$ cat src/rtl/dual_ctx_pkg.sv
// Shared definitions for the two-context scheduler.
// Assumes exactly two contexts; the mode encoding depends on that.
package dual_ctx_pkg;
    localparam int NUM_CTX = 2;
    localparam int ID_W    = 1;

    typedef enum logic [1:0] {
        MODE_BOTH  = 2'b00,
        MODE_ONLY0 = 2'b01,
        MODE_ONLY1 = 2'b10,
        MODE_NONE  = 2'b11
    } mode_e;
endpackage

$ cat src/rtl/ctx_mode_fsm.sv
// Running-state tracker: one "running" flag per context, cleared by halt,
// set by interrupt. The mode is decoded from the flags.
// Assumes halt/intr are single-cycle pulses sampled on clk.
module ctx_mode_fsm
    import dual_ctx_pkg::*;
(
    input  logic               clk,
    input  logic               rst_n,
    input  logic [NUM_CTX-1:0] halt,
    input  logic [NUM_CTX-1:0] intr,
    output logic [NUM_CTX-1:0] running,
    output mode_e              mode
);
    logic [NUM_CTX-1:0] run_q;

    // Per-context running flag: halt stops a running context, intr wakes a stopped one.
    for (genvar i = 0; i < NUM_CTX; i++) begin : g_ctx
        always_ff @(posedge clk) begin
            if (!rst_n)
                run_q[i] <= 1'b1;
            else if (run_q[i])
                run_q[i] <= ~halt[i];
            else
                run_q[i] <= intr[i];
        end
    end

    // Decode the running flags into the reported mode.
    always_comb begin
        unique case (run_q)
            2'b11:   mode = MODE_BOTH;
            2'b01:   mode = MODE_ONLY0;
            2'b10:   mode = MODE_ONLY1;
            default: mode = MODE_NONE;
        endcase
    end

    assign running = run_q;

    // a lone halt while both run leaves the other context alone.
    assert_halt0_from_both_R2: assert property (@(posedge clk) disable iff (!rst_n)
        (mode == MODE_BOTH && halt == 2'b01) |=> (mode == MODE_ONLY1));
    assert_halt1_from_both_R2: assert property (@(posedge clk) disable iff (!rst_n)
        (mode == MODE_BOTH && halt == 2'b10) |=> (mode == MODE_ONLY0));
    // the idle mode is left only through an interrupt.
    assert_idle_holds_R3: assert property (@(posedge clk) disable iff (!rst_n)
        (mode == MODE_NONE && intr == 2'b00) |=> (mode == MODE_NONE));
    // an interrupt to the stopped context restores both-running mode.
    assert_wake_to_both_R3: assert property (@(posedge clk) disable iff (!rst_n)
        (mode == MODE_ONLY0 && intr[1] && !halt[0]) |=> (mode == MODE_BOTH));
endmodule

$ cat src/rtl/ctx_rr_arb.sv
// Two-way arbiter for one shared resource. Only running contexts are
// eligible. A tie goes to the context named by the priority pointer, and the
// pointer moves to the losing side after every grant.
// Assumes `running` is a registered signal (grant path is combinational).
module ctx_rr_arb
    import dual_ctx_pkg::*;
(
    input  logic               clk,
    input  logic               rst_n,
    input  logic [NUM_CTX-1:0] req,
    input  logic [NUM_CTX-1:0] running,
    output logic [NUM_CTX-1:0] grant,
    output logic [ID_W-1:0]    tag_id
);
    logic [NUM_CTX-1:0] elig;
    logic               prio_q;
    logic               prev_tie_q;
    logic [NUM_CTX-1:0] prev_grant_q;

    assign elig = req & running;

    // Pick the winner among eligible requesters.
    always_comb begin
        unique case (elig)
            2'b01:   grant = 2'b01;
            2'b10:   grant = 2'b10;
            2'b11:   grant = prio_q ? 2'b10 : 2'b01;
            default: grant = 2'b00;
        endcase
    end

    assign tag_id = grant[1];

    // Move the priority pointer to the context that did not win.
    always_ff @(posedge clk) begin
        if (!rst_n)
            prio_q <= 1'b0;
        else if (|grant)
            prio_q <= grant[0];
    end

    // History of the previous cycle, kept only for the alternation check.
    always_ff @(posedge clk) begin
        if (!rst_n) begin
            prev_tie_q   <= 1'b0;
            prev_grant_q <= '0;
        end else begin
            prev_tie_q   <= (elig == 2'b11);
            prev_grant_q <= grant;
        end
    end

    // never more than one context holds the resource.
    assert_grant_onehot_R4: assert property (@(posedge clk) disable iff (!rst_n)
        $onehot0(grant));
    // the tag names the granted context.
    assert_tag_matches_R5: assert property (@(posedge clk) disable iff (!rst_n)
        (|grant) |-> grant[tag_id]);
    // back-to-back ties alternate the winner.
    assert_tie_alternates_R7: assert property (@(posedge clk) disable iff (!rst_n)
        (elig == 2'b11 && prev_tie_q) |-> (grant != prev_grant_q));
endmodule

$ cat src/rtl/dual_ctx_sched.sv
// Top level: running-state tracker feeding the shared-resource arbiter.
// Mode changes appear one cycle after the pulse; grants follow requests in
// the same cycle.
module dual_ctx_sched
    import dual_ctx_pkg::*;
(
    input  logic        clk,
    input  logic        rst_n,
    input  logic [1:0]  req,
    input  logic [1:0]  halt,
    input  logic [1:0]  intr,
    output logic [1:0]  mode,
    output logic [1:0]  grant,
    output logic        tag_id
);
    logic [NUM_CTX-1:0] running;
    mode_e              mode_w;

    ctx_mode_fsm u_mode (
        .clk     (clk),
        .rst_n   (rst_n),
        .halt    (halt),
        .intr    (intr),
        .running (running),
        .mode    (mode_w)
    );

    ctx_rr_arb u_arb (
        .clk     (clk),
        .rst_n   (rst_n),
        .req     (req),
        .running (running),
        .grant   (grant),
        .tag_id  (tag_id)
    );

    assign mode = mode_w;

    // a running requester always gets the resource this cycle.
    assert_progress_R10: assert property (@(posedge clk) disable iff (!rst_n)
        (|(req & running)) |-> (|grant));
    // a stopped context is never granted.
    assert_no_stopped_grant_R8: assert property (@(posedge clk) disable iff (!rst_n)
        (grant & ~running) == 2'b00);
    // idle mode issues no grant.
    assert_idle_no_grant_R9: assert property (@(posedge clk) disable iff (!rst_n)
        (mode_w == MODE_NONE) |-> (grant == 2'b00));
endmodule

$ cat config.mk
export PLATFORM = sky130hd
export DESIGN_NAME = dual_ctx_sched
export DESIGN_NICKNAME = d
export VERILOG_FILES = /design/src/rtl/dual_ctx_pkg.sv /design/src/rtl/ctx_mode_fsm.sv /design/src/rtl/ctx_rr_arb.sv /design/src/rtl/dual_ctx_sched.sv
export SDC_FILE = /design/constraint.sdc
export NUM_CORES = 1
export LEC_CHECK = 0
export ABC_AREA = 1
export CAP_MARGIN = 15
export CORE_AREA = 5 5 42 44
export DETAILED_ROUTE_END_ITERATION = 16
export DIE_AREA = 0 0 47 49
export GPL_ROUTABILITY_DRIVEN = 0
export PLACE_DENSITY_LB_ADDON = 0.15
export REMOVE_ABC_BUFFERS = 1
export SLEW_MARGIN = 20
export SYNTH_ARGS = -nofsm -noshare
export SYNTH_HDL_FRONTEND = slang
export SYNTH_SLANG_ARGS = --single-unit
$ cat constraint.sdc
create_clock -name clk -period 2.44 [get_ports clk]
set_clock_uncertainty 0.1 [all_clocks]
set_input_delay 0.732 -clock clk [delete_from_list [all_inputs] [get_ports clk]]
set_output_delay 0.732 -clock clk [all_outputs]
set_load 0.005 [all_outputs]
==> impl_metrics.ini, run 1 <==
[run_status]
status = finished clean

[logic_synthesis]
yosysTopAreaCell = dfxtp_1
yosysWarnings = 0
synth-main-ff-cell = dfxtp_1
synthCells = 24
synth-edff-count = 0
avgSynthCellArea_sq_um = 6.41
synth_top_area_share_pct = 39.0
synth_area_sq_um = 154
synth_seq_cells = 3
synthArstFlopShare_pct = 0
synth_cell_types = 8
synth_commonest_cells = 8 x nand2_1, 6 x inv_1, 3 x dfxtp_1, 3 x nand3_1
yosysSeqAreaShare_pct = 39.0
synth_area_leaders = dfxtp_1 39%, nand2_1 20%, inv_1 15%
synthMostInstantiatedCell = nand2_1

[drt]
viasPerCell = 3.46
wl_per_cell_microns = 7.55
drt-total-wl_microns = 423
drt_iter0_drc = 0
drtPass1Iterations = 1
drc = 0
antenna_left = 0
dr_total_vias = 194

[critical_path]
startpoint_type = input pin
cp_max_fo = 2
crit_path_end_kind = primary output
critical_path_arrival_ns = 1.39
path_class = input pin to primary output
cp.required_ns = 1.61

[sta]
fin_crit_ns = 2.22
drv_slew = 0
hold_violations = 0
worst_slew_pin_slew_ns = 0.143
timing.final.crit_share_pct = 91.1
max-slew-margin-rel_pct = 90.5
rsz0062_at_grt = false
fmax_mhz = 450
worst_slack_ns = 0.218
finalSetupViolations = 0

[final_layout]
nFillCells = 174
antenna_cells = 0
drive_gt1_share_pct = 17.5
nNetsFinal = 49
synthToLayoutAreaGrowth_pct = 104

[clocking]
clockBufferDepth = 2
numCtsBuffers = 3
clock-sinks = 3
cts_tree = yes
hold_buffers = 0
insertion_delay_ns = 0.23
cts.htree.levels = 1
cts-root-buf = clkbuf_4
path_clk_slew_ns = 0.03

[floorplanning]
die_h_microns = 49
fp.coreArea_sq_um = 1400
die_x_microns = 47
io_pins = 13
start_util_pct = 11.0
die-area_sq_um = 2300
fp-row-count = 14

[power]
p_sw_share_pct = 23.1
power_frac_comb_pct = 20.8
total_power_mw = 0.181
power_frac_seq_pct = 31.7
p_switching_mw = 0.0418
p_int_mw = 0.139
pwr-share-clk_pct = 47.6
p_leak_nw = 0.170
irDropWorstVdd_v = 0.000194
p_per_area_nw_per_um2 = 576

[placed_design]
dp_hpwl_microns = 360
place_ws_ns = -0.317
port_buffers = 12

[global_route]
grt_max_degree = 5
first_global_vias = 185
gr-total-overflow = 0
antenna_found_initial = 0
grt_usage_pct = 4.86
grt_pass1_wl_microns = 717

[hold_path]
hp-class = flop to flop

[run]
maxCapViolations = 0
[state kept, by name (all words and copies together), names as in the netlist]
signal,count
u_mode.running,2
u_arb.prio_q,1
[timing repair]
item                       CTS  global route
resized for setup           11             0
setup endpoints to repair    3             0
buffers inserted             0             0
hold endpoints to repair     0             0
[cells by family (layout without fill, tap and decap cells)]
kind of cell / Yosys count / after routing / share of synthesized area, %
buffers and inverters: 7 / 23 / 19.5
AO/OA/AOI/OAI: 1 / 1 / 3.25
AND/OR/NAND/NOR: 13 / 13 / 38.2
flip-flops: 3 / 3 / 39.0
[through the flow]
step	hold slack, ns	std cells	setup TNS (ns)	cell area, sq um	utilization [%]
2_1_floorplan	0.370	23	0	146	-
3_3_place_gp	0.390	52	-0.927	294	21.0
3_5_place_dp	0.394	52	-0.933	294	21.0
4_1_cts	0.403	56	0	314	22.4
5_1_grt	0.413	56	0	314	22.4
6_report	0.396	56	0	314	22.4
[final timing paths]
check	start	end	slack, ns	cells past startpoint
max	req[0]	grant[1]	0.22	5
min	u_mode.running[0]$_SDFF_PN1_	u_mode.running[0]$_SDFF_PN1_	0.40	2
max reg2reg	u_mode.running[1]$_SDFF_PN1_	u_arb.prio_q$_SDFFE_PN0P_	1.54	4
min reg2reg	u_mode.running[0]$_SDFF_PN1_	u_mode.running[0]$_SDFF_PN1_	0.40	2
[critical path, stage by stage]
cell	delay, ns
dlygate4sd2_1	0.24
nand2_1	0.07
nand3_1	0.06
nand2_1	0.08
clkdlybuf4s15_2	0.20
[power groups by stage]
stage / clock, mW / sequential (mW) / combinational [mW]
after detailed placement: 0 / 0.0581 / 0.0423
final: 0.0860 / 0.0573 / 0.0375
after CTS: 0.0899 / 0.0574 / 0.0386
after global placement: 0 / 0.0580 / 0.0420
after floorplan: 0 / 0.0573 / 0.0128
after global routing: 0.0963 / 0.0579 / 0.0426
[final cells by class]
| class | count | area [sq um] | area share, % |
|---|---|---|---|
| Multi-Input combinational cell | 14 | 63.8 | 20.3 |
| Tap cell | 16 | 20.0 | 6.37 |
| Clock buffer | 4 | 26.3 | 8.37 |
| Timing Repair Buffer | 13 | 121 | 38.6 |
| Sequential cell | 3 | 60.1 | 19.1 |
| Inverter | 6 | 22.5 | 7.17 |
[layer usage]
metal,share of wire [%],global-route usage [%],wire (microns)
met1,40,3.96,169
met2,47,6.56,199
met3,13,5.90,54
met4,0,2.76,0
met5,0,0,0
[placed cells by master, fill, tap and decap left out, drive strengths merged, types with 2 or more instances in the layout]
cell,Yosys,layout
dlygate4sd2,0,2
nand3,4,4
inv,6,6
clkbuf,0,4
buf,1,2
nand2,8,8
clkdlybuf4s50,0,7
dfxtp,3,3
clkdlybuf4s15,0,2
(Power assumes the default switching activity.)
==> run 2: changes to the inputs <==
--- a/config.mk
+++ b/config.mk
@@ -7,9 +7,10 @@
 export LEC_CHECK = 0
 export ABC_AREA = 1
 export CAP_MARGIN = 15
-export CORE_AREA = 5 5 42 44
+export CORE_AREA = 2 2 39 41
+export CTS_BUF_LIST = sky130_fd_sc_hd__clkbuf_8
 export DETAILED_ROUTE_END_ITERATION = 16
-export DIE_AREA = 0 0 47 49
+export DIE_AREA = 0 0 41 43
 export GPL_ROUTABILITY_DRIVEN = 0
 export PLACE_DENSITY_LB_ADDON = 0.15
 export REMOVE_ABC_BUFFERS = 1
==> run 2 against run 1 <==
Design area up 9.2%. Flip-flop and latch count is the same. Non-clock buffer count grew 1. Maximum frequency shrank 5.5%. Combinational power is 3% higher. Die area down 23%. Setup slack got worse by 0.13 ns. Critical path depth rose by 1. Worst hold slack improved by 0.0017 ns. Power grew 32%. Clock power is 65% higher. Critical endpoint is now grant[0].
==> impl_metrics.ini, run 2 (synthesized netlist as in run 1, its figures left out) <==
[global_route]
grt_usage_pct = 6.43
grt_pass1_wl_microns = 717
gr-total-overflow = 0
first_global_vias = 200
grt_max_degree = 5
antenna_found_initial = 0

[floorplanning]
start_util_pct = 11.1
fp-row-count = 14
die-area_sq_um = 1760
die_h_microns = 43
die_x_microns = 41
io_pins = 13
fp.coreArea_sq_um = 1380

[critical_path]
crit_path_end_kind = primary output
startpoint_type = input pin
path_class = input pin to primary output
cp_max_fo = 2
critical_path_arrival_ns = 1.52
cp.required_ns = 1.61

[drt]
route.met2.wl_microns = 179
drtPass1Iterations = 3
antenna_left = 0
wl_met1_microns = 155
drt_iter0_drc = 1
dr_total_vias = 201
wl_per_cell_microns = 7.16
drc = 0
wl_met3_microns = 73
drt-total-wl_microns = 408
dr.max_layer_used = met3
viasPerCell = 3.53

[sta]
hold_violations = 0
max-slew-margin-rel_pct = 89.9
fmax_mhz = 426
finalSetupViolations = 0
rsz0062_at_grt = false
timing.final.crit_share_pct = 96.3
worst_slack_ns = 0.0902
fin_crit_ns = 2.35
worst_slew_pin_slew_ns = 0.151
drv_slew = 0

[power]
power_frac_seq_pct = 24.2
power_frac_comb_pct = 16.2
pwr-share-clk_pct = 59.6
p_int_mw = 0.186
irDropWorstVdd_v = 0.000227
p_leak_nw = 0.191
p_per_area_nw_per_um2 = 694
p_sw_share_pct = 21.9
p_switching_mw = 0.0521

[clocking]
path_clk_slew_ns = 0.03
cts-root-buf = clkbuf_8
clockBufferDepth = 2
numCtsBuffers = 3
cts.htree.levels = 1
cts_tree = yes
insertion_delay_ns = 0.22
hold_buffers = 0
clock-sinks = 3

[hold_path]
hp-class = flop to flop

[placed_design]
dp_hpwl_microns = 303
place_ws_ns = -0.308
placed_area_sq_um = 294
post-place-cells = 52
port_buffers = 12

[run_status]
status = finished clean

[final_layout]
final_area_sq_um = 343
synthToLayoutAreaGrowth_pct = 123
nNetsFinal = 50
antenna_cells = 0
post-route-util_pct = 24.8
drive_gt1_share_pct = 17.1
largest_reg_flops = 2
instances_no_fill = 57
mostFrequentLayoutCells = 7 x nand2_1, 7 x inv_1, 7 x clkdlybuf4s50_1

[run]
maxCapViolations = 0
-- run 2: worst paths after layout --
kind                                 from                        end  slack [ns]  cells past startpoint
max                                req[1]                   grant[0]        0.09                      6
min             u_arb.prio_q$_SDFFE_PN0P_  u_arb.prio_q$_SDFFE_PN0P_        0.40                      2
max reg2reg  u_mode.running[1]$_SDFF_PN1_  u_arb.prio_q$_SDFFE_PN0P_        1.41                      5
min reg2reg     u_arb.prio_q$_SDFFE_PN0P_  u_arb.prio_q$_SDFFE_PN0P_        0.40                      2
-- run 2: power groups by stage --
stage | registers, mW | clock network (mW) | logic (mW)
after floorplan | 0.0573 | 0 | 0.0128
after global placement | 0.0581 | 0 | 0.0414
after detailed placement | 0.0582 | 0 | 0.0417
after CTS | 0.0576 | 0.145 | 0.0390
after global routing | 0.0583 | 0.148 | 0.0442
final | 0.0576 | 0.142 | 0.0385
-- run 2: area by class of cell --
type | instances | area (sq um)
Clock buffer | 3 | 41.3
Clock inverter | 1 | 3.75
Fill cell | 164 | 1040
Inverter | 6 | 22.5
Multi-Input combinational cell | 14 | 66.3
Sequential cell | 3 | 60.1
Tap cell | 16 | 20.0
Timing Repair Buffer | 14 | 129
-- run 2: stage by stage --
step	TNS (ns)	hold slack [ns]	total power, mW
floorplan	0	0.370	0.0701
global placement	-0.864	0.393	0.0995
detailed placement	-0.907	0.396	0.0999
CTS	0	0.407	0.241
global route	0	0.441	0.251
finish	0	0.398	0.238
-- run 2: worst max-delay path, stage by stage --
cell and delay (ns):
dlygate4sd2_1 0.23, nand3_2 0.09, buf_4 0.15, nand2_1 0.05, inv_1 0.03, dlygate4sd2_1 0.25
-- run 2: timing repair --
item,CTS,global route
setup endpoints to repair,3,0
gates resized for setup,6,0
setup buffers,1,0
-- run 2: per-layer routing --
layer  GRT usage [%]  up-vias
li1                -      103
met1            6.75       85
met2            8.75       13
met3            6.28        0
met4            2.00        0
met5               0        -
